[src/rtl/atw_pkg.sv]
package atw_pkg;

    // Controller states
    typedef enum logic [2:0] {
        S_BOOT,    // power-up check of the record marker
        S_IDLE,
        S_DIRECT,  // unprotected byte writes
        S_BDATA,   // record data bytes
        S_BHDR,    // record address and count
        S_BMARK,   // set marker (last step of phase one)
        S_COPY,    // record -> destination
        S_CLEAR    // clear marker (last step of phase two)
    } seq_state_e;

    // Memory operation kinds
    typedef enum logic [1:0] {
        OP_TGT,    // destination byte
        OP_RDATA,  // record data byte
        OP_RHDR,   // record address + count
        OP_RMARK   // record marker <= data[0]
    } nvm_op_e;

    function automatic logic len_ok(input logic prot, input int unsigned len,
                                    input int unsigned at_max, input int unsigned plain_max);
        if (len == 0) return 1'b0;
        if (prot) return len <= at_max;
        return len <= plain_max;
    endfunction

endpackage

[src/rtl/atw_nvm.sv]
module atw_nvm
    import atw_pkg::*;
#(
    parameter int MEM_BYTES = 64,
    parameter int AT_MAX    = 8,
    parameter int PLAIN_MAX = 16,
    parameter int WR_LAT    = 4
) (
    input  logic                         clk,
    input  logic                         rst,
    input  logic                         pwr_fail,
    input  logic                         go,
    input  nvm_op_e                      op,
    input  logic [$clog2(AT_MAX)-1:0]    op_idx,
    input  logic [$clog2(MEM_BYTES)-1:0] op_addr,
    input  logic [$clog2(PLAIN_MAX+1)-1:0] op_len,
    input  logic [7:0]                   op_data,
    output logic                         busy,
    output logic                         done,
    input  logic [$clog2(MEM_BYTES)-1:0] rd_addr,
    output logic [7:0]                   rd_data,
    output logic                         rec_valid,
    output logic [$clog2(MEM_BYTES)-1:0] rec_addr,
    output logic [$clog2(PLAIN_MAX+1)-1:0] rec_len,
    output logic [8*AT_MAX-1:0]          rec_data
);
    localparam int AW  = $clog2(MEM_BYTES);
    localparam int LW  = $clog2(PLAIN_MAX + 1);
    localparam int BIW = $clog2(AT_MAX);
    localparam int CW  = $clog2(WR_LAT + 1);

    logic [7:0]     mem [MEM_BYTES];
    logic [CW-1:0]  cnt_q;
    nvm_op_e        lat_op;
    logic [BIW-1:0] lat_idx;
    logic [AW-1:0]  lat_addr;
    logic [LW-1:0]  lat_len;
    logic [7:0]     lat_data;

    // An operation commits on the edge where its counter reaches one,
    // unless the supply fails on that very edge.
    assign done    = busy && (cnt_q == CW'(1)) && !pwr_fail;
    assign rd_data = mem[rd_addr];

    always_ff @(posedge clk) begin
        if (rst) begin
            for (int i = 0; i < MEM_BYTES; i++) mem[i] <= 8'hFF;
            rec_valid <= 1'b0;
            rec_addr  <= '0;
            rec_len   <= '0;
            rec_data  <= '0;
            busy      <= 1'b0;
            cnt_q     <= '0;
            lat_op    <= OP_TGT;
            lat_idx   <= '0;
            lat_addr  <= '0;
            lat_len   <= '0;
            lat_data  <= '0;
        end else if (pwr_fail) begin
            busy  <= 1'b0;
            cnt_q <= '0;
        end else if (go) begin
            busy     <= 1'b1;
            cnt_q    <= CW'(WR_LAT);
            lat_op   <= op;
            lat_idx  <= op_idx;
            lat_addr <= op_addr;
            lat_len  <= op_len;
            lat_data <= op_data;
        end else if (busy) begin
            if (cnt_q == CW'(1)) begin
                busy <= 1'b0;
                unique case (lat_op)
                    OP_TGT:   mem[lat_addr] <= lat_data;
                    OP_RDATA: rec_data[8*lat_idx +: 8] <= lat_data;
                    OP_RHDR: begin
                        rec_addr <= lat_addr;
                        rec_len  <= lat_len;
                    end
                    OP_RMARK: rec_valid <= lat_data[0];
                endcase
            end
            cnt_q <= cnt_q - CW'(1);
        end
    end

    // the controller never starts an operation on top of another one
    a_r5_no_overlap: assert property (@(posedge clk) disable iff (rst || pwr_fail)
        go |-> !busy);

    // a supply failure kills the operation in flight
    a_r6_abort_clears: assert property (@(posedge clk) disable iff (rst)
        pwr_fail |=> !busy);

endmodule

[src/rtl/atw_seq.sv]
module atw_seq
    import atw_pkg::*;
#(
    parameter int MEM_BYTES = 64,
    parameter int AT_MAX    = 8,
    parameter int PLAIN_MAX = 16
) (
    input  logic                           clk,
    input  logic                           rst,
    input  logic                           pwr_fail,
    input  logic                           req_valid,
    input  logic                           req_prot,
    input  logic [$clog2(MEM_BYTES)-1:0]   req_addr,
    input  logic [$clog2(PLAIN_MAX+1)-1:0] req_len,
    input  logic [8*PLAIN_MAX-1:0]         req_data,
    output logic                           busy,
    output logic                           err,
    output logic                           go,
    output nvm_op_e                        op,
    output logic [$clog2(AT_MAX)-1:0]      op_idx,
    output logic [$clog2(MEM_BYTES)-1:0]   op_addr,
    output logic [$clog2(PLAIN_MAX+1)-1:0] op_len,
    output logic [7:0]                     op_data,
    input  logic                           nvm_busy,
    input  logic                           nvm_done,
    input  logic                           rec_valid,
    input  logic [$clog2(MEM_BYTES)-1:0]   rec_addr,
    input  logic [$clog2(PLAIN_MAX+1)-1:0] rec_len,
    input  logic [8*AT_MAX-1:0]            rec_data
);
    localparam int AW  = $clog2(MEM_BYTES);
    localparam int LW  = $clog2(PLAIN_MAX + 1);
    localparam int IW  = $clog2(PLAIN_MAX);
    localparam int BIW = $clog2(AT_MAX);

    seq_state_e             state;
    logic [IW-1:0]          idx;
    logic                   pend;
    logic [AW-1:0]          h_addr;
    logic [LW-1:0]          h_len;
    logic [8*PLAIN_MAX-1:0] h_data;
    logic                   need_op, accept, req_ok, last_h, last_r;

    assign busy    = (state != S_IDLE);
    assign req_ok  = len_ok(req_prot, int'(req_len), AT_MAX, PLAIN_MAX);
    assign accept  = (state == S_IDLE) && req_valid;
    assign need_op = (state != S_IDLE) && (state != S_BOOT);
    assign go      = need_op && !pend;
    assign last_h  = (LW'(idx) + LW'(1)) == h_len;
    assign last_r  = (LW'(idx) + LW'(1)) == rec_len;
    assign op_idx  = idx[BIW-1:0];

    always_comb begin
        op      = OP_TGT;
        op_addr = AW'(h_addr + AW'(idx));
        op_len  = h_len;
        op_data = h_data[8*idx +: 8];
        unique case (state)
            S_BDATA: op = OP_RDATA;
            S_BHDR: begin
                op      = OP_RHDR;
                op_addr = h_addr;
            end
            S_BMARK: begin
                op      = OP_RMARK;
                op_data = 8'h01;
            end
            S_COPY: begin
                op_addr = AW'(rec_addr + AW'(idx));
                op_data = rec_data[8*op_idx +: 8];
            end
            S_CLEAR: begin
                op      = OP_RMARK;
                op_data = 8'h00;
            end
            default: ;
        endcase
    end

    always_ff @(posedge clk) begin
        if (rst || pwr_fail) begin
            state  <= S_BOOT;
            idx    <= '0;
            pend   <= 1'b0;
            err    <= 1'b0;
            h_addr <= '0;
            h_len  <= '0;
            h_data <= '0;
        end else begin
            if (go) pend <= 1'b1;
            else if (nvm_done) pend <= 1'b0;

            unique case (state)
                S_BOOT: begin
                    idx   <= '0;
                    state <= rec_valid ? S_COPY : S_IDLE;
                end
                S_IDLE: if (accept) begin
                    err <= !req_ok;
                    if (req_ok) begin
                        h_addr <= req_addr;
                        h_len  <= req_len;
                        h_data <= req_data;
                        idx    <= '0;
                        state  <= req_prot ? S_BDATA : S_DIRECT;
                    end
                end
                default: if (nvm_done) begin
                    unique case (state)
                        S_DIRECT: if (last_h) state <= S_IDLE;
                                  else idx <= idx + IW'(1);
                        S_BDATA: if (last_h) begin
                                     idx   <= '0;
                                     state <= S_BHDR;
                                 end else idx <= idx + IW'(1);
                        S_BHDR:  state <= S_BMARK;
                        S_BMARK: begin
                            idx   <= '0;
                            state <= S_COPY;
                        end
                        S_COPY:  if (last_r) state <= S_CLEAR;
                                 else idx <= idx + IW'(1);
                        S_CLEAR: state <= S_IDLE;
                        default: ;
                    endcase
                end
            endcase
        end
    end

    // the controller is never idle with a pending record
    a_r6_idle_no_record: assert property (@(posedge clk) disable iff (rst || pwr_fail)
        (state == S_IDLE) |-> !rec_valid);

    // a rejected request leaves the sequencer idle with the error raised
    a_r4_reject_idle: assert property (@(posedge clk) disable iff (rst || pwr_fail)
        (state == S_IDLE && req_valid && !req_ok) |=> (state == S_IDLE && err));

    // the marker rises only as the final step of phase one
    a_r3_mark_last: assert property (@(posedge clk) disable iff (rst)
        $rose(rec_valid) |-> $past(state == S_BMARK));

    // the marker falls only as the final step of phase two
    a_r7_clear_last: assert property (@(posedge clk) disable iff (rst)
        $fell(rec_valid) |-> $past(state == S_CLEAR));

    // the memory model is only seen busy while the sequencer is working
    a_r5_busy_cover: assert property (@(posedge clk) disable iff (rst || pwr_fail)
        nvm_busy |-> busy);

endmodule

[src/rtl/tearsafe_writer.sv]
module tearsafe_writer
    import atw_pkg::*;
#(
    parameter int MEM_BYTES = 64,
    parameter int AT_MAX    = 8,
    parameter int PLAIN_MAX = 16,
    parameter int WR_LAT    = 4
) (
    input  logic                           clk,
    input  logic                           rst,
    input  logic                           pwr_fail,
    input  logic                           req_valid,
    input  logic                           req_prot,
    input  logic [$clog2(MEM_BYTES)-1:0]   req_addr,
    input  logic [$clog2(PLAIN_MAX+1)-1:0] req_len,
    input  logic [8*PLAIN_MAX-1:0]         req_data,
    output logic                           busy,
    output logic                           err,
    input  logic [$clog2(MEM_BYTES)-1:0]   rd_addr,
    output logic [7:0]                     rd_data
);
    localparam int AW  = $clog2(MEM_BYTES);
    localparam int LW  = $clog2(PLAIN_MAX + 1);
    localparam int BIW = $clog2(AT_MAX);

    logic           go, nvm_busy, nvm_done, rec_valid;
    nvm_op_e        op;
    logic [BIW-1:0] op_idx;
    logic [AW-1:0]  op_addr, rec_addr;
    logic [LW-1:0]  op_len, rec_len;
    logic [7:0]     op_data;
    logic [8*AT_MAX-1:0] rec_data;

    atw_seq #(.MEM_BYTES(MEM_BYTES), .AT_MAX(AT_MAX), .PLAIN_MAX(PLAIN_MAX)) u_seq (
        .clk, .rst, .pwr_fail, .req_valid, .req_prot, .req_addr, .req_len, .req_data,
        .busy, .err, .go, .op, .op_idx, .op_addr, .op_len, .op_data,
        .nvm_busy, .nvm_done, .rec_valid, .rec_addr, .rec_len, .rec_data
    );

    atw_nvm #(.MEM_BYTES(MEM_BYTES), .AT_MAX(AT_MAX), .PLAIN_MAX(PLAIN_MAX),
              .WR_LAT(WR_LAT)) u_nvm (
        .clk, .rst, .pwr_fail, .go, .op, .op_idx, .op_addr, .op_len, .op_data,
        .busy(nvm_busy), .done(nvm_done), .rd_addr, .rd_data,
        .rec_valid, .rec_addr, .rec_len, .rec_data
    );

    // a request is never rejected while one is being worked on
    a_r4_err_only_idle: assert property (@(posedge clk) disable iff (rst || pwr_fail)
        $rose(err) |-> $past(req_valid && !busy));

endmodule

[config.mk]
export PLATFORM = sky130hd
export DESIGN_NAME = tearsafe_writer
export DESIGN_NICKNAME = d
export VERILOG_FILES = /design/src/rtl/atw_pkg.sv /design/src/rtl/atw_nvm.sv /design/src/rtl/atw_seq.sv /design/src/rtl/tearsafe_writer.sv
export SDC_FILE = /design/constraint.sdc
export NUM_CORES = 1
export LEC_CHECK = 0
export ABC_AREA = 1
export BUFFER_PORTS_ARGS = -buffer_cell sky130_fd_sc_hd__buf_2
export CAP_MARGIN = 0
export CORE_UTILIZATION = 28
export DETAILED_ROUTE_END_ITERATION = 8
export GPL_ROUTABILITY_DRIVEN = 1
export PLACE_DENSITY = 0.39
export SLEW_MARGIN = 20
export SYNTH_ARGS = -nofsm -noshare
export SYNTH_HDL_FRONTEND = slang
export SYNTH_SLANG_ARGS = --single-unit
[constraint.sdc]
create_clock -name clk -period 3.3 [get_ports clk]
set_clock_uncertainty 0.05 [all_clocks]
set_input_delay 0.66 -clock clk [delete_from_list [all_inputs] [get_ports clk]]
set_output_delay 0.66 -clock clk [all_outputs]
set_load 0.02 [all_outputs]
==> metrics, run 1 <==
Clock power frac 45.9%; Fin. Hold Viols 0; wire per inst between 20 and 25 um; element type at the critical path end primary output; mean post-synth cell area 9.03 um^2; synth top area cells edfxtp_1 (44%), dfxtp_1 (14%), o21ai_0 (8.1%); First DRT Iteration DRCs 2095; RSZ-0062 raised after global routing false; die area 126000 um^2; ANT nets after route 0; status finished, final reports clean; ys async rst share 0%; Relative slew margins 24.9%; Lkg Pwr 12.7 nW; IO Pins 160; row count 129; Post-Syn Instances 3857; setup TNS 0 ns; final worst path period share 98.1%; Worst setup SP type primary input; DRT Pass-1 Iters 5; effective utilization at floorplan 28.2%; CTS clock-pin slew for the worst setup and hold paths 0.06 ns; share of the synthesized area in the top cell type 44.1%; Worst-Skew Late Latency 0.67 ns; PwrDens 556 nW/um^2; routed wire length about 120000 um; met2 Use GR 32.1%; Yosys cell types between 40 and 50; NetSw about 6 mW; clock sink count approximately 760; sequential fraction of the synthesis area 58.6%; GRT overflow 0; fill count ~13000; most common cell after layout, fill and taps aside nand2_1; buffer levels on the longest clock path 3; Setup CP Type in -> out; IO buf count 159; worst-margin pin slew 1.13 ns; CTS root buf clkbuf_16; DRC viols 0; sequential power share approximately 45%; min cycle time layout 3.24 ns; Chip Width 355 um; switching power share of the total 25.6%; Hold WS 0.152 ns; Post-Syn Nets 4017; met3 Use GR 2.27%; synthesized area 34800 um^2; max-slew violation count 0; Area growth syn-to-layout 19.2%; ANT cells 0; CP max FO 52; TritonCTS buffer count 95; worst ir drop on vdd approximately 0.00036 V; grt peak-use layer met2; vias in the first global route 27923; Post-DP HPWL 81400 um; Layout Nets 4160; htree depth 3; share of post-route cells with drive strength above 1 roughly 15%; die height 355 um; antenna violations before repair 4; Hold Crit Class in -> reg; Synth Warn # 0; Main synth FF type edfxtp_1; area leader, netlist edfxtp_1; Vias 28342; first-pass GRT wire length 185000 um; global-route met1 utilization a little over a quarter; GRT Overall Usage 19.5%; Post-synth EDFFs around 510; vias per cell 4.96; internal power about 17 mW; worst path arrival time 2.53 ns; Max Clock Freq ~300 MHz; register bit count reported by yosys about 760; Core Area 123000 um^2; Comb pwr share 9.5%; WP data required 2.59 ns; CTS Hold Buffers Added 0; Max Cap Viol 0; largest net degree at the start of global routing roughly 110; TritonCTS clock tree built; Finished Core Util between 30% and 40%; Final Setup Violations 0; most frequent cells in the layout nand2_1 (724), o21ai_0 (565), nor2_1 (518); placer congestion estimate between 0.8 and 0.9
[stage by stage]
step | instance area (um^2) | setup WS, ns | power (mW) | instances
final | 41500 | 0.0626 | 23.1 | 5712
after floorplan | 34800 | 0.591 | 11.7 | 3857
after CTS | 41400 | 0.0236 | 23.4 | 5710
after global placement | 38300 | 0.00629 | 12.7 | 5538
after global routing | 41500 | 0.0227 | 23.9 | 5712
after detailed placement | 38300 | 0.0236 | 12.7 | 5538
[worst paths after layout]
| kind | start | end | slack (ns) | cells past startpoint |
|---|---|---|---|---|
| worst min-delay path | req_data[92] | u_seq.h_data[92]$_SDFFE_PP0P_ | 0.15 | 3 |
| worst min register to register | u_nvm.lat_len[1]$_SDFFE_PP0P_ | u_nvm.rec_len[1]$_SDFFE_PP0P_ | 0.39 | 2 |
| worst max register to register | u_nvm.cnt_q[0]$_SDFFE_PP0P_ | u_nvm.mem[59][5]$_SDFFCE_PN1P_ | 0.52 | 11 |
| worst max-delay path | rd_addr[1] | rd_data[2] | 0.06 | 10 |
[kinds of logic (layout without fill, tap and decap cells)]
family | count (synthesis) | in the layout | share of synthesized area [%]
multiplexers | 1 | 1 | 0.0287
XOR/XNOR | 6 | 6 | 0.151
buffers and inverters | 507 | 725 | 5.84
AO/OA/AOI/OAI | 1073 | 1073 | 17.1
adder cells (fa/ha/maj) | 10 | 10 | 0.381
flip-flops | 764 | 764 | 58.6
AND/OR/NAND/NOR | 1496 | 1496 | 17.8
[layer usage]
layer	wire length (um)	part of all wire, %
met5	0	0
met4	3750	3.0
met3	4530	3.6
met2	59100	47
met1	57200	46
[layout make-up]
| class | instances | area (um^2) | area share, % |
|---|---|---|---|
| clock buffer | 130 | 2700 | 6.49 |
| clock inverter | 42 | 438 | 1.05 |
| inverter | 195 | 758 | 1.83 |
| multi-input combinational | 2586 | 12400 | 29.9 |
| sequential | 764 | 20400 | 49.2 |
| tap | 1637 | 2050 | 4.93 |
| timing repair buffer | 358 | 2730 | 6.56 |
[registers in the layout (all words and copies together), names as in the netlist, 3 cells and up]
name and flops:
u_nvm.cnt_q 3, u_nvm.lat_addr 6, u_nvm.lat_data 8, u_nvm.lat_idx 3
u_nvm.lat_len 5, u_nvm.mem 512, u_nvm.rec_addr 6, u_nvm.rec_data 64
u_nvm.rec_len 5, u_seq.h_addr 6, u_seq.h_data 128, u_seq.idx 4
u_seq.op_len 5, u_seq.state 3
[power by group through the flow]
| stage | registers (mW) | clock network, mW | logic [mW] |
|---|---|---|---|
| 6_report | 10.3 | 10.6 | 2.19 |
| 3_5_place_dp | 10.5 | 0 | 2.19 |
| 5_1_grt | 10.3 | 11.2 | 2.39 |
| 4_1_cts | 10.3 | 10.9 | 2.19 |
| 2_1_floorplan | 10.5 | 0 | 1.19 |
| 3_3_place_gp | 10.5 | 0 | 2.20 |
[critical path, cell delays in order]
cell,delay [ns]
buf_4,0.14
clkinv_2,0.13
buf_12,0.25
o21ai_0,0.14
o22ai_1,0.27
o211ai_1,0.17
nand3_1,0.16
nand3_1,0.25
nand2_1,0.13
buf_2,0.17
[what timing repair did]
item | 4_1_cts | 5_1_grt
endpoints found under the setup margin | 0 | 8
gates resized for setup | 0 | 15
buffers inserted | 0 | 0
[cells in the mapped netlist, types with 4 or more instances]
library cell and instances:
inv_1 180, nor2_1 521, o21ai_1 52, nand2_1 726, nor3_1 32, inv_2 13
xnor2_1 4, nor2_4 13, o221ai_1 51, edfxtp_1 512, or2_2 5, nor2_8 5
clkbuf_1 247, dfxtp_1 252, a31oi_1 12, buf_6 8, a211oi_1 31, o22ai_1 80
nand4_1 17, a21oi_1 199, nor2_2 52, buf_1 13, nand3_1 114, o21ai_0 566
buf_2 40, ha_1 9, o211ai_1 75
Note: power is estimated with default switching activity, not from simulation.
==> run 2, diff against run 1 <==
--- a/config.mk
+++ b/config.mk
@@ -11,7 +11,7 @@
 export CORE_UTILIZATION = 28
 export DETAILED_ROUTE_END_ITERATION = 8
 export GPL_ROUTABILITY_DRIVEN = 1
-export PLACE_DENSITY = 0.39
+export PLACE_DENSITY = 0.45
 export SLEW_MARGIN = 20
 export SYNTH_ARGS = -nofsm -noshare
 export SYNTH_HDL_FRONTEND = slang
==> run 2 against run 1 <==
Routed wire length shrank 3.9%. Sequential cell count is the same. Final area shrank 0.17%. Clock-buffer cell count shrank 8. Global-route usage shrank 0.88 points. First-iteration DRC count grew 25%. Hold slack gained 0.0030 ns. Final cell count shrank 0.11%. Combinational power is essentially flat.
==> metrics, run 2 (synthesized netlist as in run 1, its figures left out) <==
Chip Width 355 um (unchanged); worst-margin pin slew 0.854 ns (-0.273 ns); PwrDens 552 nW/um^2 (-0.71%); row count 129 (unchanged); antenna violations before repair 10 (+6); hold-critical path depth 3 (unchanged); Post-CTS Setup Inserts 0 (unchanged); WP data required 2.59 ns (about the same); Setup CP Type in -> out; placer congestion estimate 0.846 (+4.4%); Largest Register u_nvm.mem; IO Pins 160 (unchanged); worst r2r src u_nvm.lat_idx[0]$_SDFFE_PP0P_; Hold EP u_seq.h_data[35]$_SDFFE_PP0P_; worst path arrival time 2.49 ns (-0.04 ns); element type at the critical path end primary output; Relative slew margins 43.0% (+18 points); ANT nets after route 0 (unchanged); TritonCTS clock tree built; GRT Overall Usage 18.6% (-0.88 points); final worst path period share 97.1% (-0.98 points); R2R depth 9 (-2); GRT overflow 0 (unchanged); Hold Crit Class in -> reg; Post-DP HPWL 76200 um (-6.4%); Worst-Skew Late Latency 0.68 ns (about the same); Largest regs u_nvm.mem x512, u_seq.h_data x128, u_nvm.rec_data x64; die height 355 um (unchanged); die area 126000 um^2 (unchanged); first-pass GRT wire length 178000 um (-4.2%); Lkg Pwr 12.7 nW (-0.61%); wire per inst 21.0 um (-3.8%); CTS root buf clkbuf_16; status finished, final reports clean; r2r endpoint u_nvm.rec_data[54]$_SDFFE_PP0P_; multi-input logic area 12400 um^2 (-0.20%); Max Cap Viol 0 (unchanged); Power Total 22.9 mW (-0.87%); Fin. Hold Viols 0 (unchanged); RSZ-0062 raised after global routing false; DRT Pass-1 Iters 6 (+1); vias in the first global route 27373 (-2.0%); fill count 12842 (+0.35%); Max Clock Freq 312 MHz (+1.0%); max reg flops 512 (unchanged); setup TNS 0 ns (unchanged); min cycle time layout 3.20 ns (-0.0325 ns); max-slew violation count 0 (unchanged); share of post-route cells with drive strength above 1 14.7% (-0.55 points); clock sink count 764 (unchanged); TritonCTS buffer count 91 (-4.2%); routed wire length 120000 um (-3.9%); Core Area 123000 um^2 (unchanged); most frequent cells in the layout nand2_1 (723), o21ai_0 (565), nor2_1 (518); First DRT Iteration DRCs 2616 (+25%); post-place setup slack 0.0459 ns (+0.0223 ns); Final Setup Violations 0 (unchanged); Worst setup SP type primary input; effective utilization at floorplan 28.2% (unchanged); vias per cell 4.98 (+0.39%); most common cell after layout, fill and taps aside nand2_1; worst ir drop on vdd 0.000344 V (-4.5%); CP max FO 38 (-27%); hold path start req_data[35]; Seq. cell area 20400 um^2 (unchanged); final setup margin 0.0950 ns (+0.0325 ns); htree depth 3 (unchanged); Layout Nets 4151 (-0.22%); CTS clock-pin slew for the worst setup and hold paths 0.06 ns (about the same); Area growth syn-to-layout 19.0%; reg-to-reg slack, setup 0.48 ns (-0.04 ns); largest net degree at the start of global routing 114 (+7.5%); IO buf count 159 (unchanged); DRC viols 0 (unchanged); Vias 28423 (+0.29%); buffer levels on the longest clock path 3 (unchanged); Hold WS 0.155 ns (+0.00297 ns)
## run 2: repair_timing
item	4_1_cts	5_1_grt
gates resized for setup	0	10
setup endpoints to repair	0	7
hold buffers	0	0
## run 2: per-stage QoR
stage	cells	area [um^2]	utilization, %
4_1_cts	5697	41300	33.5
6_report	5706	41400	33.6
3_5_place_dp	5532	38200	31.0
3_3_place_gp	5532	38200	31.0
5_1_grt	5705	41400	33.6
2_1_floorplan	3857	34800	-
## run 2: final cells by class
type,instances,area share (%)
inverter,195,1.83
sequential,764,49.3
antenna,6,0.0362
multi-input combinational,2586,29.9
clock inverter,43,1.36
clock buffer,122,6.05
timing repair buffer,353,6.59
tap,1637,4.94
## run 2: worst max-delay path: stages
cell and delay, ns:
buf_8 0.16, buf_12 0.19, buf_16 0.20, o21ai_0 0.11, o221ai_1 0.26, o211ai_1 0.25, nand3_1 0.15, nand3_1 0.17
nand2_2 0.14, buf_2 0.17
## run 2: worst max-delay path by stage
stage | from | to | slack [ns] | depth (start not counted)
6_report | rd_addr[0] | rd_data[2] | 0.1 | 10
5_1_grt | rd_addr[0] | rd_data[7] | 0.02 | 12
4_1_cts | rd_addr[0] | rd_data[1] | 0.04 | 10
3_5_place_dp | rd_addr[0] | rd_data[1] | 0.05 | 10
3_3_place_gp | rd_addr[0] | rd_data[1] | 0.006 | 10
2_1_floorplan | rd_addr[0] | rd_data[4] | 0.59 | 10
## run 2: power breakdown
part	internal (mW)	switching, mW
registers	10.2	0.0599
logic	0.613	1.57
clock network	6.21	4.20
## run 2: routing by layer
metal	up-vias	global-route usage [%]	share of wire, %	wire length [um]
met5	-	0	0	0
met4	0	4.95	2.2	2620
met3	148	2.17	4.7	5580
met2	793	29.9	47	55700
met1	13847	26.3	47	55800
li1	13635	-	-	-
==> run 3, diff against run 2 <==
--- a/config.mk
+++ b/config.mk
@@ -8,6 +8,7 @@
 export ABC_AREA = 1
 export BUFFER_PORTS_ARGS = -buffer_cell sky130_fd_sc_hd__buf_2
 export CAP_MARGIN = 0
+export CORE_MARGIN = 8
 export CORE_UTILIZATION = 28
 export DETAILED_ROUTE_END_ITERATION = 8
 export GPL_ROUTABILITY_DRIVEN = 1
==> run 3 against run 2 <==
Die area rose by 8.1%. Final area fell by 0.60%. Clock power barely moved. Non-clock buffer count fell by 21. Final cell count fell by 0.39%. Sequential share of layout area rose by 0.30 points. Hold slack got worse by 0.025 ns. Sequential cell count did not move. Largest power group is now sequential cells.
==> metrics, run 3 (synthesized netlist as in run 1, its figures left out) <==
most frequent cells in the layout nand2_1 (726), o21ai_0 (562), nor2_1 (518); routed wire length 122000 um (+1.5%); wire per inst 21.4 um (+1.9%); final std cells w/o fill 5684 (-0.39%); Layout Nets 4129 (-0.53%); dpl cell area 38100 um^2 (-0.47%); min cycle time layout 3.24 ns (+0.0373 ns); worst path arrival time 2.53 ns (+0.04 ns); most common cell after layout, fill and taps aside nand2_1; switching power share of the total 26.2% (+0.76 points); DRC viols 0 (unchanged); PwrDens 549 nW/um^2 (-0.46%); final worst path period share 98.3% (+1.1 points); sequential power share 45.5% (+0.5 points); Critical Path Max Stage Delay 0.25 ns (about the same); RSZ-0062 raised after global routing true; Fin. Hold Viols 0 (unchanged); worst-margin pin slew 0.997 ns (+0.143 ns); Post-CTS Setup Inserts 0 (unchanged); multi-input logic area 12400 um^2 (+0.32%); clock sink count 764 (unchanged); IO buf count 159 (unchanged); Seq. cell area 20400 um^2 (unchanged); Clock power frac 45.0% (-0.5 points); fill count 13008 (+1.3%); Final Cell Area 41200 um^2 (-0.60%); CP max-delay cell o211ai_1; NetSw 5.94 mW (+1.9%); setup TNS 0 ns (unchanged); Post-DP HPWL 79000 um (+3.7%); GRT Overall Usage 17.4% (-1.2 points); share of post-route cells with drive strength above 1 14.4% (-0.36 points); Core Area 124000 um^2 (+0.13%); antenna violations before repair 4 (-6); row count 129 (unchanged); Lkg Pwr 12.5 nW (-0.99%); Final Setup Violations 0 (unchanged); status finished, final reports clean; max reg flops 512 (unchanged); vias in the first global route 28125 (+2.7%); Hold Crit Class in -> reg; WP data required 2.59 ns (about the same); Vias 28576 (+0.54%); critical-path cell list buf_4, clkinv_2, buf_12, buf_4, o21ai_0, o221ai_1, o211ai_1, nand3_1, nand3_1, nand2_1, buf_2; Max Clock Freq 308 MHz (-1.2%); htree depth 3 (unchanged); IO Pins 160 (unchanged); final setup margin 0.0577 ns (-0.0373 ns); Largest regs u_nvm.mem x512, u_seq.h_data x128, u_nvm.rec_data x64; Relative slew margins 33.4% (-9.5 points); CTS Hold Buffers Added 0 (unchanged); element type at the critical path end primary output; Worst setup SP type primary input; CP max FO 22 (-42%); max-slew violation count 0 (unchanged); DRT Pass-1 Iters 5 (-1); first-pass GRT wire length 184000 um (+3.5%); TritonCTS buffer count 90 (-1.1%); Largest Register u_nvm.mem; Cell Count Post-Placement 5513 (-0.34%); die area 136000 um^2 (+8.1%); Comb pwr share 9.5% (about the same); Setup CP Type in -> out; internal power 16.7 mW (-2.1%); vias per cell 5.03 (+0.93%); ANT nets after route 0 (unchanged); CTS clock-pin slew for the worst setup and hold paths 0.06 ns (about the same); TritonCTS clock tree built; placer congestion estimate 0.829 (-2.1%); Chip Width 369 um (+3.9%); CTS root buf clkbuf_16; Worst-Skew Late Latency 0.69 ns (about the same); Area growth syn-to-layout 18.3%; buffer levels on the longest clock path 3 (unchanged); GRT overflow 0 (unchanged); die height 369 um (+3.9%); post-place setup slack -0.0196 ns (-0.0655 ns); Max Cap Viol 0 (unchanged); Hold WS 0.131 ns (-0.0245 ns); largest net degree at the start of global routing 114 (unchanged); First DRT Iteration DRCs 2551 (-2.5%); worst ir drop on vdd 0.000413 V (+20%); effective utilization at floorplan 28.2% (-0.037 points)
run 3: cell count changes in the layout (fill, tap and decap cells not counted), moves of 4 or more:
cell | previous run | this run
clkinv_1 | 12 | 23
o22ai_2 | 0 | 6
clkinv_2 | 19 | 23
buf_6 | 0 | 4
diode_2 | 6 | 1
o22ai_1 | 80 | 74
clkbuf_1 | 22 | 16
buf_4 | 162 | 143
run 3: layout make-up:
type                    instances  share of cell area (%)
inverters                     195                    1.83
clock inverters                57                    1.47
well taps                    1637                    4.97
clock buffers                 112                    5.87
repair buffers                332                    6.07
flip-flops and latches        764                    49.6
multi-input cells            2586                    30.2
diodes                          1                 0.00607
run 3: per-stage QoR:
step	util, %	power [mW]
finish	33.3	22.6
global route	33.3	23.4
CTS	33.2	22.9
detailed placement	30.8	12.7
global placement	30.8	12.7
floorplan	-	11.7
run 3: power groups by stage:
stage | clock network [mW] | logic, mW | registers (mW)
floorplan | 0 | 1.19 | 10.5
global placement | 0 | 2.16 | 10.5
detailed placement | 0 | 2.15 | 10.5
CTS | 10.4 | 2.16 | 10.3
global route | 10.7 | 2.34 | 10.3
finish | 10.2 | 2.16 | 10.3
run 3: worst paths after layout:
check | start | end | slack, ns | depth (start not counted)
setup reg to reg | u_nvm.lat_idx[1]$_SDFFE_PP0P_ | u_nvm.rec_data[60]$_SDFFE_PP0P_ | 0.50 | 9
hold / removal | req_data[0] | u_seq.h_data[0]$_SDFFE_PP0P_ | 0.13 | 3
hold reg to reg | u_nvm.lat_len[1]$_SDFFE_PP0P_ | u_nvm.rec_len[1]$_SDFFE_PP0P_ | 0.38 | 2
setup / recovery | rd_addr[1] | rd_data[7] | 0.06 | 11
run 3: worst max-delay path, delay by kind of cell:
kind	cells	cell delay (ns)
compound gates	3	0.57
buf+inv	5	0.79
simple gates	3	0.49
run 3: what timing repair did:
| item | 4_1_cts | 5_1_grt |
|---|---|---|
| pin swaps | 1 | 5 |
| cloned | 0 | 1 |
| gates resized for setup | 2 | 16 |
| setup endpoints to repair | 3 | 8 |
run 3: layer usage:
layer  global-route usage (%)  wire [um]
met1                     24.2      55600
met4                     5.21       3630
met2                     28.1      56500
met3                     2.25       5820
met5                        0          0
